===== src/rtl/key_seq_pkg.sv =====
package key_seq_pkg;
  parameter int KEY_W = 32;
  localparam logic [KEY_W-1:0] KEY_FIRST  = 32'h5F55_4E4C;
  localparam logic [KEY_W-1:0] KEY_SECOND = 32'h4F43_4B5F;
  localparam logic [KEY_W-1:0] KEY_CLEAR  = '0;
  localparam logic [KEY_W-1:0] KEY_RELOCK = '1;

  typedef enum logic [2:0] {
    KC_OTHER,
    KC_FIRST,
    KC_SECOND,
    KC_CLEAR,
    KC_RELOCK
  } key_class_t;
endpackage


===== src/rtl/key_classify.sv =====
module key_classify
  import key_seq_pkg::*;
#(
  parameter int W = KEY_W
) (
  input  logic [W-1:0] data,
  output key_class_t   kclass
);
  always_comb begin
    if (data == KEY_FIRST)       kclass = KC_FIRST;
    else if (data == KEY_SECOND) kclass = KC_SECOND;
    else if (data == KEY_CLEAR)  kclass = KC_CLEAR;
    else if (data == KEY_RELOCK) kclass = KC_RELOCK;
    else                         kclass = KC_OTHER;
  end
endmodule


===== src/rtl/key_fsm.sv =====
module key_fsm
  import key_seq_pkg::*;
(
  input  logic       clk,
  input  logic       rst,
  input  logic       soft_rst,
  input  logic       wr,
  input  key_class_t kclass,
  output logic       unlocked
);
  logic armed_q;
  logic open_q;

  always_ff @(posedge clk) begin
    if (rst || soft_rst) begin
      open_q  <= 1'b0;
      armed_q <= 1'b0;
    end else if (wr) begin
      if (open_q) begin
        armed_q <= 1'b0;
        if (kclass == KC_RELOCK) open_q <= 1'b0;
      end else if (armed_q && kclass == KC_SECOND) begin
        open_q  <= 1'b1;
        armed_q <= 1'b0;
      end else begin
        armed_q <= (kclass == KC_FIRST);
      end
    end
  end

  assign unlocked = open_q;

  AST_RESET_LOCKS: assert property (@(posedge clk) (rst || soft_rst) |=> !open_q);
  AST_OPEN_NEEDS_SECOND: assert property (@(posedge clk) disable iff (rst)
    $rose(open_q) |-> $past(wr && kclass == KC_SECOND && armed_q));
  AST_IDLE_HOLDS: assert property (@(posedge clk) disable iff (rst)
    (!wr && !soft_rst) |=> $stable(open_q));
  AST_RELOCK: assert property (@(posedge clk) disable iff (rst)
    (open_q && wr && kclass == KC_RELOCK && !soft_rst) |=> !open_q);
  AST_STAY_OPEN: assert property (@(posedge clk) disable iff (rst)
    (open_q && wr && kclass != KC_RELOCK && !soft_rst) |=> open_q);
  AST_NO_ARM_WHILE_OPEN: assert property (@(posedge clk) disable iff (rst)
    (open_q && !soft_rst) |=> !armed_q);
endmodule


===== src/rtl/key_seq_gate.sv =====
module key_seq_gate
  import key_seq_pkg::*;
#(
  parameter int W = KEY_W
) (
  input  logic         clk,
  input  logic         rst,
  input  logic         soft_rst,
  input  logic         key_wr,
  input  logic [W-1:0] key_data,
  output logic         unlocked
);
  key_class_t kclass;

  key_classify #(.W(W)) classify_i (
    .data   (key_data),
    .kclass (kclass)
  );

  key_fsm fsm_i (
    .clk      (clk),
    .rst      (rst),
    .soft_rst (soft_rst),
    .wr       (key_wr),
    .kclass   (kclass),
    .unlocked (unlocked)
  );
endmodule


===== config.mk =====
export PLATFORM = sky130hd
export DESIGN_NAME = key_seq_gate
export DESIGN_NICKNAME = d
export VERILOG_FILES = /design/src/rtl/key_seq_pkg.sv /design/src/rtl/key_classify.sv /design/src/rtl/key_fsm.sv /design/src/rtl/key_seq_gate.sv
export SDC_FILE = /design/constraint.sdc
export NUM_CORES = 1
export LEC_CHECK = 0
export BUFFER_PORTS_ARGS = -buffer_cell sky130_fd_sc_hd__buf_2
export CORE_AREA = 2 2 39 41
export CTS_CLUSTER_DIAMETER = 150
export DETAILED_ROUTE_END_ITERATION = 7
export DIE_AREA = 0 0 41 43
export HOLD_SLACK_MARGIN = 0.06
export PLACE_DENSITY_LB_ADDON = 0.1
export SLEW_MARGIN = 20
export SYNTH_ARGS = -nofsm -noshare
export SYNTH_HDL_FRONTEND = slang
export SYNTH_SLANG_ARGS = --single-unit

===== constraint.sdc =====
create_clock -name clk -period 1.2 [get_ports clk]
set_input_delay 0.12 -clock clk [delete_from_list [all_inputs] [get_ports clk]]
set_output_delay 0.12 -clock clk [all_outputs]
set_load 0.03 [all_outputs]

==> results.yml, run 1 <==
global_route:
  track_usage_pct: 11.6
  antenna_found_initial: 0
  grt_max_degree: 4
  grt_pass1_wl_um: 1370
  grt_pass1_vias: 393
  grt-ovfl-total: 0
finish:
  finalNonFillerCells: 93
  drive_gt1_share_pct: 59.7
  final_common_cell: "buf_2"
  final_util_pct: 36.1
  n_antenna_cell: 0
  area_growth_pct: 104
  nets: 115
  fin_area_um2: 499
  mostFrequentLayoutCells: "buf_2, nand2_1, nand4_1"
timing:
  skew_ps: 4.20
  max_freq_mhz: 903
  fin_crit_ps: 1110
  worst_slew_pin_slew_ps: 395
  slew_viol_final: 0
  maxSlewHeadroom_pct: 73.4
  finalCritPeriodShare_pct: 92.3
  final-hold-violation-count: 0
  setup_viol: 0
  rsz0062_at_grt: "false"
critical_path:
  cp-end-kind: "register"
  r2r_cells: 4
  start_kind: "register"
  worstPathArrival_ps: 1260
  critical_path_class: "reg -> reg"
  cp_max_fo: 2
  critical_path_required_ps: 1360
power:
  ir_drop_mv: 0.196
  finalPower_mw: 0.302
  powerDensity_nw_per_um2: 605
  p_leak_nw: 0.243
synth:
  syn_area_um2: 245
  ys_types: 19
  yosysWarnings: 0
  synthesis.instances: 35
  syn_avg_cell_area_um2: 7.01
  syn_nets: 71
  ys_seq_elements: 2
  ys_seq_area_share_pct: 16.3
routing:
  wirelength_um: 898
  detail-route-antenna-nets: 0
  drt_iter0_drc: 2
  num_vias: 436
  drc_errors: 0
  detail_route.first_pass.iterations: 4
  avgRoutedWirePerCell_um: 9.66
  via_per_inst: 4.69
job:
  cap_violations: 0
placement:
  hpwl_um: 813
  dp_cells: 90
  gp_congestion: 0.685
  io_buffers: 36
  postPlaceCellArea_um2: 469
clock_network:
  cts-resized-gates: 0
  root_buffer: "clkbuf_4"
  cts_tree: "yes"
  cts.path.max_buffers: 2
  cts_buffers: 3
  ctsHoldBuffers: 0
  clk_latency_ps: 230
  cts-htree-levels: 1
  clkTransAtPathRegs_ps: 30
  cts_sinks: 2
  post_cts_buffers: 0
floorplanning:
  core_um2: 1380
  die-height_um: 43
  die_area_um2: 1760
  dieWidth_um: 41
  start_util_pct: 17.7
  rows: 14
  io_pins: 37
min_path:
  hold_path.class: "in -> reg"
  min_path_cells: 4
run_status:
  status: "finished clean"
==> worst max-delay path: stages, from the launching register on <==
cell and delay (ps):
dfxtp_1 310, a21o_1 110, nand3_1 80, or4_1 410
o21ai_1 130
==> worst paths after layout <==
| kind | startpoint | slack, ps | end |
|---|---|---|---|
| setup / recovery | fsm_i.armed_q | 90 | fsm_i.unlocked |
| hold / removal | key_data[29] | 210 | fsm_i.unlocked |
| setup reg to reg | fsm_i.armed_q | 90 | fsm_i.unlocked |
| hold reg to reg | fsm_i.unlocked | 590 | fsm_i.unlocked |
==> layer usage <==
layer  vias up  track usage (%)  part of all wire, %
li1        232                -                    -
met1       185             10.8                   39
met2        19             20.0                   53
met3         0                0                  8.2
met4         0             12.0                    0
met5         -                0                    0
==> cell families (layout without fill, tap and decap cells) <==
kind of cell / Yosys count / in the layout / synth area share, %
AOI/OAI and AO/OA: 4 / 4 / 11.7
buffers and inverters: 1 / 43 / 1.53
DFF: 2 / 2 / 16.3
and+or+nand+nor: 28 / 28 / 70.4
==> sequential cells by signal, indices dropped and copies added, names as in the netlist <==
signal / cells
fsm_i.armed_q: 1
fsm_i.unlocked: 1
==> report_power, final <==
group	internal (mW)	switching, mW	leakage (nW)	total (mW)
logic	0.0511	0.0320	0.213	0.0831
registers	0.0670	0.000000000000985	0.0166	0.0670
clock network	0.111	0.0413	0.0138	0.152
total	0.229	0.0733	0.243	0.302
==> per-stage QoR <==
| stage | setup TNS [ps] | hold slack (ps) | setup slack, ps |
|---|---|---|---|
| global placement | -162 | 442 | -89.4 |
| detailed placement | -232 | 451 | -121 |
| CTS | 0 | 209 | 61.7 |
| global route | 0 | 225 | 29.7 |
| floorplan | 0 | 295 | 24.0 |
| finish | 0 | 206 | 92.1 |
==> synthesized netlist by cell type <==
master	n	area [um2]
nand4_1	5	31.3
nor4_2	1	12.5
a21o_1	1	7.51
nor2b_1	1	6.26
o21a_1	1	7.51
nand2_1	5	18.8
or3_1	1	6.26
nand4b_1	1	8.76
nand3_1	2	10.0
o311ai_1	1	8.76
or4_4	1	11.3
and4_1	2	17.5
nor2_1	3	11.3
or4_1	1	7.51
o21ai_1	1	5.00
dfxtp_1	2	40.0
nor4_1	4	25.0
and3_1	1	6.26
inv_1	1	3.75
==> cell type report <==
| cell class | instances | area, um2 |
|---|---|---|
| Fill cell | 157 | 885 |
| Multi-Input combinational cell | 32 | 209 |
| Timing Repair Buffer | 39 | 203 |
| Sequential cell | 2 | 41.3 |
| Clock buffer | 3 | 22.5 |
| Tap cell | 16 | 20.0 |
| Inverter | 1 | 3.75 |
Note: power is estimated with default switching activity, not from simulation.
==> inputs of run 2 (changes only) <==
--- a/config.mk
+++ b/config.mk
@@ -12,6 +12,7 @@
 export DIE_AREA = 0 0 41 43
 export HOLD_SLACK_MARGIN = 0.06
 export PLACE_DENSITY_LB_ADDON = 0.1
+export REMOVE_ABC_BUFFERS = 1
 export SLEW_MARGIN = 20
 export SYNTH_ARGS = -nofsm -noshare
 export SYNTH_HDL_FRONTEND = slang
==> constraint.sdc (replaced) <==
create_clock -name clk -period 1.1 [get_ports clk]
set_input_delay 0.11 -clock clk [delete_from_list [all_inputs] [get_ports clk]]
set_output_delay 0.11 -clock clk [all_outputs]
set_load 0.03 [all_outputs]
==> results.yml, run 2 (synthesis results as in run 1) <==
run_status:
  status: "finished with violations"
  failed_checks: "negative setup slack"
clock_network:
  clkTransAtPathRegs_ps: 30
  clk_latency_ps: 220
  cts_buffers: 3
  cts_tree: "yes"
  post_cts_buffers: 0
  root_buffer: "clkbuf_4"
  cts-htree-levels: 1
  cts_sinks: 2
  cts.path.max_buffers: 2
timing:
  max_freq_mhz: 906
  skew_ps: 1.51
  fin_crit_ps: 1100
  setup_viol: 1
  setup_ws_ps: -4.09
  slew_viol_final: 0
  worst_slew_pin_slew_ps: 260
  rsz0062_at_grt: "true"
  final-hold-violation-count: 0
  maxSlewHeadroom_pct: 82.5
  finalCritPeriodShare_pct: 100
finish:
  drive_gt1_share_pct: 63.7
  fillCellCount: 160
  final_common_cell: "buf_2"
  register_area_um2: 41.3
  multi_input_area_um2: 230
  n_antenna_cell: 0
  nets: 118
  mostFrequentLayoutCells: "buf_2, buf_4, nand2_1, nand4_1"
  final_util_pct: 40.6
  area_growth_pct: 129
placement:
  gp_congestion: 0.663
  hpwl_um: 790
  io_buffers: 36
floorplanning:
  core_um2: 1380
  start_util_pct: 17.7
  die-height_um: 43
  dieWidth_um: 41
  io_pins: 37
  rows: 14
  die_area_um2: 1760
min_path:
  hold_path.class: "in -> reg"
critical_path:
  max_stage_delay_ps: 530
  critical_path_class: "in -> reg"
  critPathBufInv: 1
  start_kind: "input pin"
  worstPathArrival_ps: 1200
  cp_max_fo: 2
  crit_chain: "buf_6 -> nand4_1 -> or4_4 -> o311ai_2 -> o21ai_1"
  cpMaxStageDelayCell: "or4_4"
  critPathTopFamily: "simple AND/OR/NAND/NOR gates"
  critical_path_required_ps: 1200
  cp-end-kind: "register"
routing:
  detail-route-antenna-nets: 0
  via_per_inst: 4.80
  num_vias: 461
  avgRoutedWirePerCell_um: 9.53
  detail_route.first_pass.iterations: 2
  drt_iter0_drc: 3
  drc_errors: 0
  wirelength_um: 915
job:
  cap_violations: 0
power:
  ir_drop_mv: 0.320
  finalPower_mw: 0.341
  p_leak_nw: 0.283
  powerDensity_nw_per_um2: 607
global_route:
  grt_max_degree: 4
  grt-ovfl-total: 0
  grt_pass1_vias: 406
  antenna_found_initial: 0
  grt_pass1_wl_um: 1310
  track_usage_pct: 10.6
[run 2: tightest hold or removal path, cell delays in order]
cell      delay (ps)
buf_2             90
nor2_1            40
nand4b_1          80
o21ai_1           70
[run 2: worst paths after layout]
kind                                       end  slack, ps  cells after the start     startpoint
worst max-delay path            fsm_i.unlocked         -4                      5    key_data[3]
worst min-delay path            fsm_i.unlocked        230                      4   key_data[29]
worst max register to register  fsm_i.unlocked         -4                      4  fsm_i.armed_q
worst min register to register   fsm_i.armed_q        590                      2  fsm_i.armed_q
[run 2: what timing repair did]
item	4_1_cts	5_1_grt
pin swaps	0	1
hold buffers	0	0
gates resized for setup	1	7
endpoints found under the setup margin	1	2
cloned	0	0
[run 2: metrics by stage]
step / area [um2] / hold WS (ps) / setup TNS (ps) / cells / setup slack, ps
after floorplan: 245 / 285 / -183 / 35 / -154
after global placement: 490 / 437 / -354 / 93 / -182
after detailed placement: 490 / 443 / -411 / 93 / -211
after CTS: 514 / 206 / -12.8 / 96 / -12.8
after global routing: 562 / 244 / -49.0 / 96 / -46.4
final: 562 / 230 / -4.09 / 96 / -4.09
[run 2: final cells by class]
cell class              instances  share of cell area [%]
clock buffers                   3                    4.01
inverters                       1                   0.668
multi-input cells              32                    41.0
flip-flops and latches          2                    7.35
well taps                      16                    3.56
repair buffers                 42                    43.4
[run 2: power by group]
group,leakage [nW],switching (mW),internal (mW),total (mW)
logic,0.252,0.0390,0.0663,0.105
registers,0.0166,0.000000000000987,0.0731,0.0731
clock network,0.0138,0.0423,0.120,0.163
total,0.283,0.0813,0.260,0.341
[run 2: per-layer routing]
metal / track usage (%) / share of wire, % / vias to the layer above
li1: - / - / 234
met4: 8.00 / 1.9 / 0
met5: 0 / 0 / -
met3: 0 / 8.2 / 2
met1: 10.5 / 35 / 206
met2: 19.1 / 55 / 19
==> inputs of run 3 (changes only) <==
--- a/config.mk
+++ b/config.mk
@@ -10,7 +10,6 @@
 export CTS_CLUSTER_DIAMETER = 150
 export DETAILED_ROUTE_END_ITERATION = 7
 export DIE_AREA = 0 0 41 43
-export HOLD_SLACK_MARGIN = 0.06
 export PLACE_DENSITY_LB_ADDON = 0.1
 export REMOVE_ABC_BUFFERS = 1
 export SLEW_MARGIN = 20
==> constraint.sdc (replaced) <==
create_clock -name clk -period 1.1 [get_ports clk]
set_input_delay 0.165 -clock clk [delete_from_list [all_inputs] [get_ports clk]]
set_output_delay 0.165 -clock clk [all_outputs]
set_load 0.03 [all_outputs]
==> results.yml, run 3 (synthesis results as in run 1) <==
critical_path:
  start_kind: "input pin"
  worstPathArrival_ps: 1240
  worstReg2RegEnd: "fsm_i.unlocked"
  critical_path_required_ps: 1200
  r2r_cells: 4
  cp_max_fo: 2
  r2r_start: "fsm_i.armed_q"
  rrSetupSlack_ps: 0
  critical_path_class: "in -> reg"
  cp-end-kind: "register"
floorplanning:
  die-height_um: 43
  io_pins: 37
  start_util_pct: 17.7
  dieWidth_um: 41
  die_area_um2: 1760
  rows: 14
  core_um2: 1380
clock_network:
  cts.path.max_buffers: 2
  ctsHoldBuffers: 0
  cts_buffers: 3
  cts-htree-levels: 1
  cts_sinks: 2
  clk_latency_ps: 220
  clkTransAtPathRegs_ps: 30
  cts_tree: "yes"
  root_buffer: "clkbuf_4"
finish:
  area_growth_pct: 135
  mostFrequentLayoutCells: "buf_2, nand4_1, buf_4"
  drive_gt1_share_pct: 67.5
  fin_area_um2: 577
  n_antenna_cell: 0
  fillCellCount: 157
  final_common_cell: "buf_2"
  nets: 118
  final_util_pct: 41.7
global_route:
  grt_util_met2_pct: 20.0
  grt_max_degree: 4
  track_usage_pct: 11.2
  met3_usage_pct: 0
  grt_pass1_wl_um: 1390
  grt-ovfl-total: 0
  met1_usage_pct: 11.4
  top_usage_layer: "met2"
  grt_pass1_vias: 428
  antenna_found_initial: 0
timing:
  setup_ws_ps: -46.7
  max_freq_mhz: 872
  fin_crit_ps: 1150
  worst_slew_pin_slew_ps: 306
  rsz0062_at_grt: "true"
  maxSlewHeadroom_pct: 79.4
  setup_viol: 1
  skew_ps: 2.42
  slew_viol_final: 0
  final-hold-violation-count: 0
  finalCritPeriodShare_pct: 104
run_status:
  status: "finished with violations"
  failed_checks: "negative setup slack"
routing:
  num_vias: 464
  avgRoutedWirePerCell_um: 9.38
  detail-route-antenna-nets: 0
  detail_route.first_pass.iterations: 3
  drc_errors: 0
  wirelength_um: 900
  drt_iter0_drc: 1
  via_per_inst: 4.83
placement:
  postPlaceCellArea_um2: 490
  io_buffers: 36
  gp_congestion: 0.663
  hpwl_um: 790
power:
  p_seq_share_pct: 21.3
  power_frac_clock_pct: 47.1
  combPwrFrac_pct: 31.6
  p_leak_nw: 0.285
  switching_share_pct: 23.9
  ir_drop_mv: 0.317
  powerDensity_nw_per_um2: 595
  internal_power_mw: 0.261
  power_switching_mw: 0.0821
min_path:
  hp-start: "key_data[29]"
  whs_endpoint: "fsm_i.unlocked"
  min_path_cells: 4
  hold_path.class: "in -> reg"
job:
  cap_violations: 0
## run 3: cell count changes in the layout (fill, tap and decap cells not counted)
cell | before | now
buf_4 | 6 | 5
buf_6 | 3 | 4
dfxtp_1 | 1 | 0
dfxtp_2 | 1 | 2
nand2_1 | 5 | 4
nand2_2 | 0 | 1
nor2_1 | 3 | 2
nor2_4 | 0 | 1
## run 3: worst max-delay path by stage
stage | cells past startpoint | start | end | slack [ps]
global route | 5 | key_data[11] | fsm_i.unlocked | -70
finish | 5 | key_data[11] | fsm_i.unlocked | -50
CTS | 4 | fsm_i.armed_q | fsm_i.unlocked | -10
detailed placement | 5 | key_data[11] | fsm_i.unlocked | -270
global placement | 5 | key_data[11] | fsm_i.unlocked | -240
floorplan | 4 | fsm_i.unlocked | fsm_i.unlocked | -150
## run 3: cell type report
type | instances | area [um2] | area share, %
repair buffers | 42 | 248 | 43.0
flip-flops and latches | 2 | 42.5 | 7.38
inverters | 1 | 3.75 | 0.651
clock buffers | 3 | 22.5 | 3.90
multi-input cells | 32 | 240 | 41.6
well taps | 16 | 20.0 | 3.47
## run 3: timing repair
item / CTS / global route
resized for setup: 5 / 8
cloned: 0 / 0
endpoints found under the hold margin: 0 / 0
buffers inserted: 0 / 0
pin swaps: 1 / 4
setup endpoints to repair: 2 / 2
## run 3: per-layer routing
layer / routed length, um / vias up
met1: 305 / 207
met2: 506 / 19
met5: 0 / -
met4: 14 / 0
li1: - / 236
met3: 74 / 2
## run 3: power groups by stage
| stage | logic, mW | registers [mW] | clock network, mW |
|---|---|---|---|
| global route | 0.121 | 0.0730 | 0.173 |
| floorplan | 0.0155 | 0.0740 | 0 |
| detailed placement | 0.0946 | 0.0740 | 0 |
| CTS | 0.102 | 0.0731 | 0.170 |
| finish | 0.109 | 0.0731 | 0.162 |
| global placement | 0.0936 | 0.0740 | 0 |
## run 3: worst max-delay path: stages
cell,delay [ps]
buf_6,60
nand4_1,110
or4_4,580
o311ai_2,220
o21ai_1,100
## run 3: metrics by stage
| step | instances | hold WS, ps | worst slack, ps | TNS, ps | power (mW) |
|---|---|---|---|---|---|
| 6_report | 96 | 274 | -46.7 | -46.7 | 0.343 |
| 5_1_grt | 96 | 291 | -72.0 | -76.4 | 0.368 |
| 4_1_cts | 96 | 261 | -12.8 | -15.7 | 0.345 |
| 3_5_place_dp | 93 | 498 | -266 | -521 | 0.169 |
| 3_3_place_gp | 93 | 492 | -237 | -464 | 0.168 |
| 2_1_floorplan | 35 | 340 | -154 | -238 | 0.0895 |
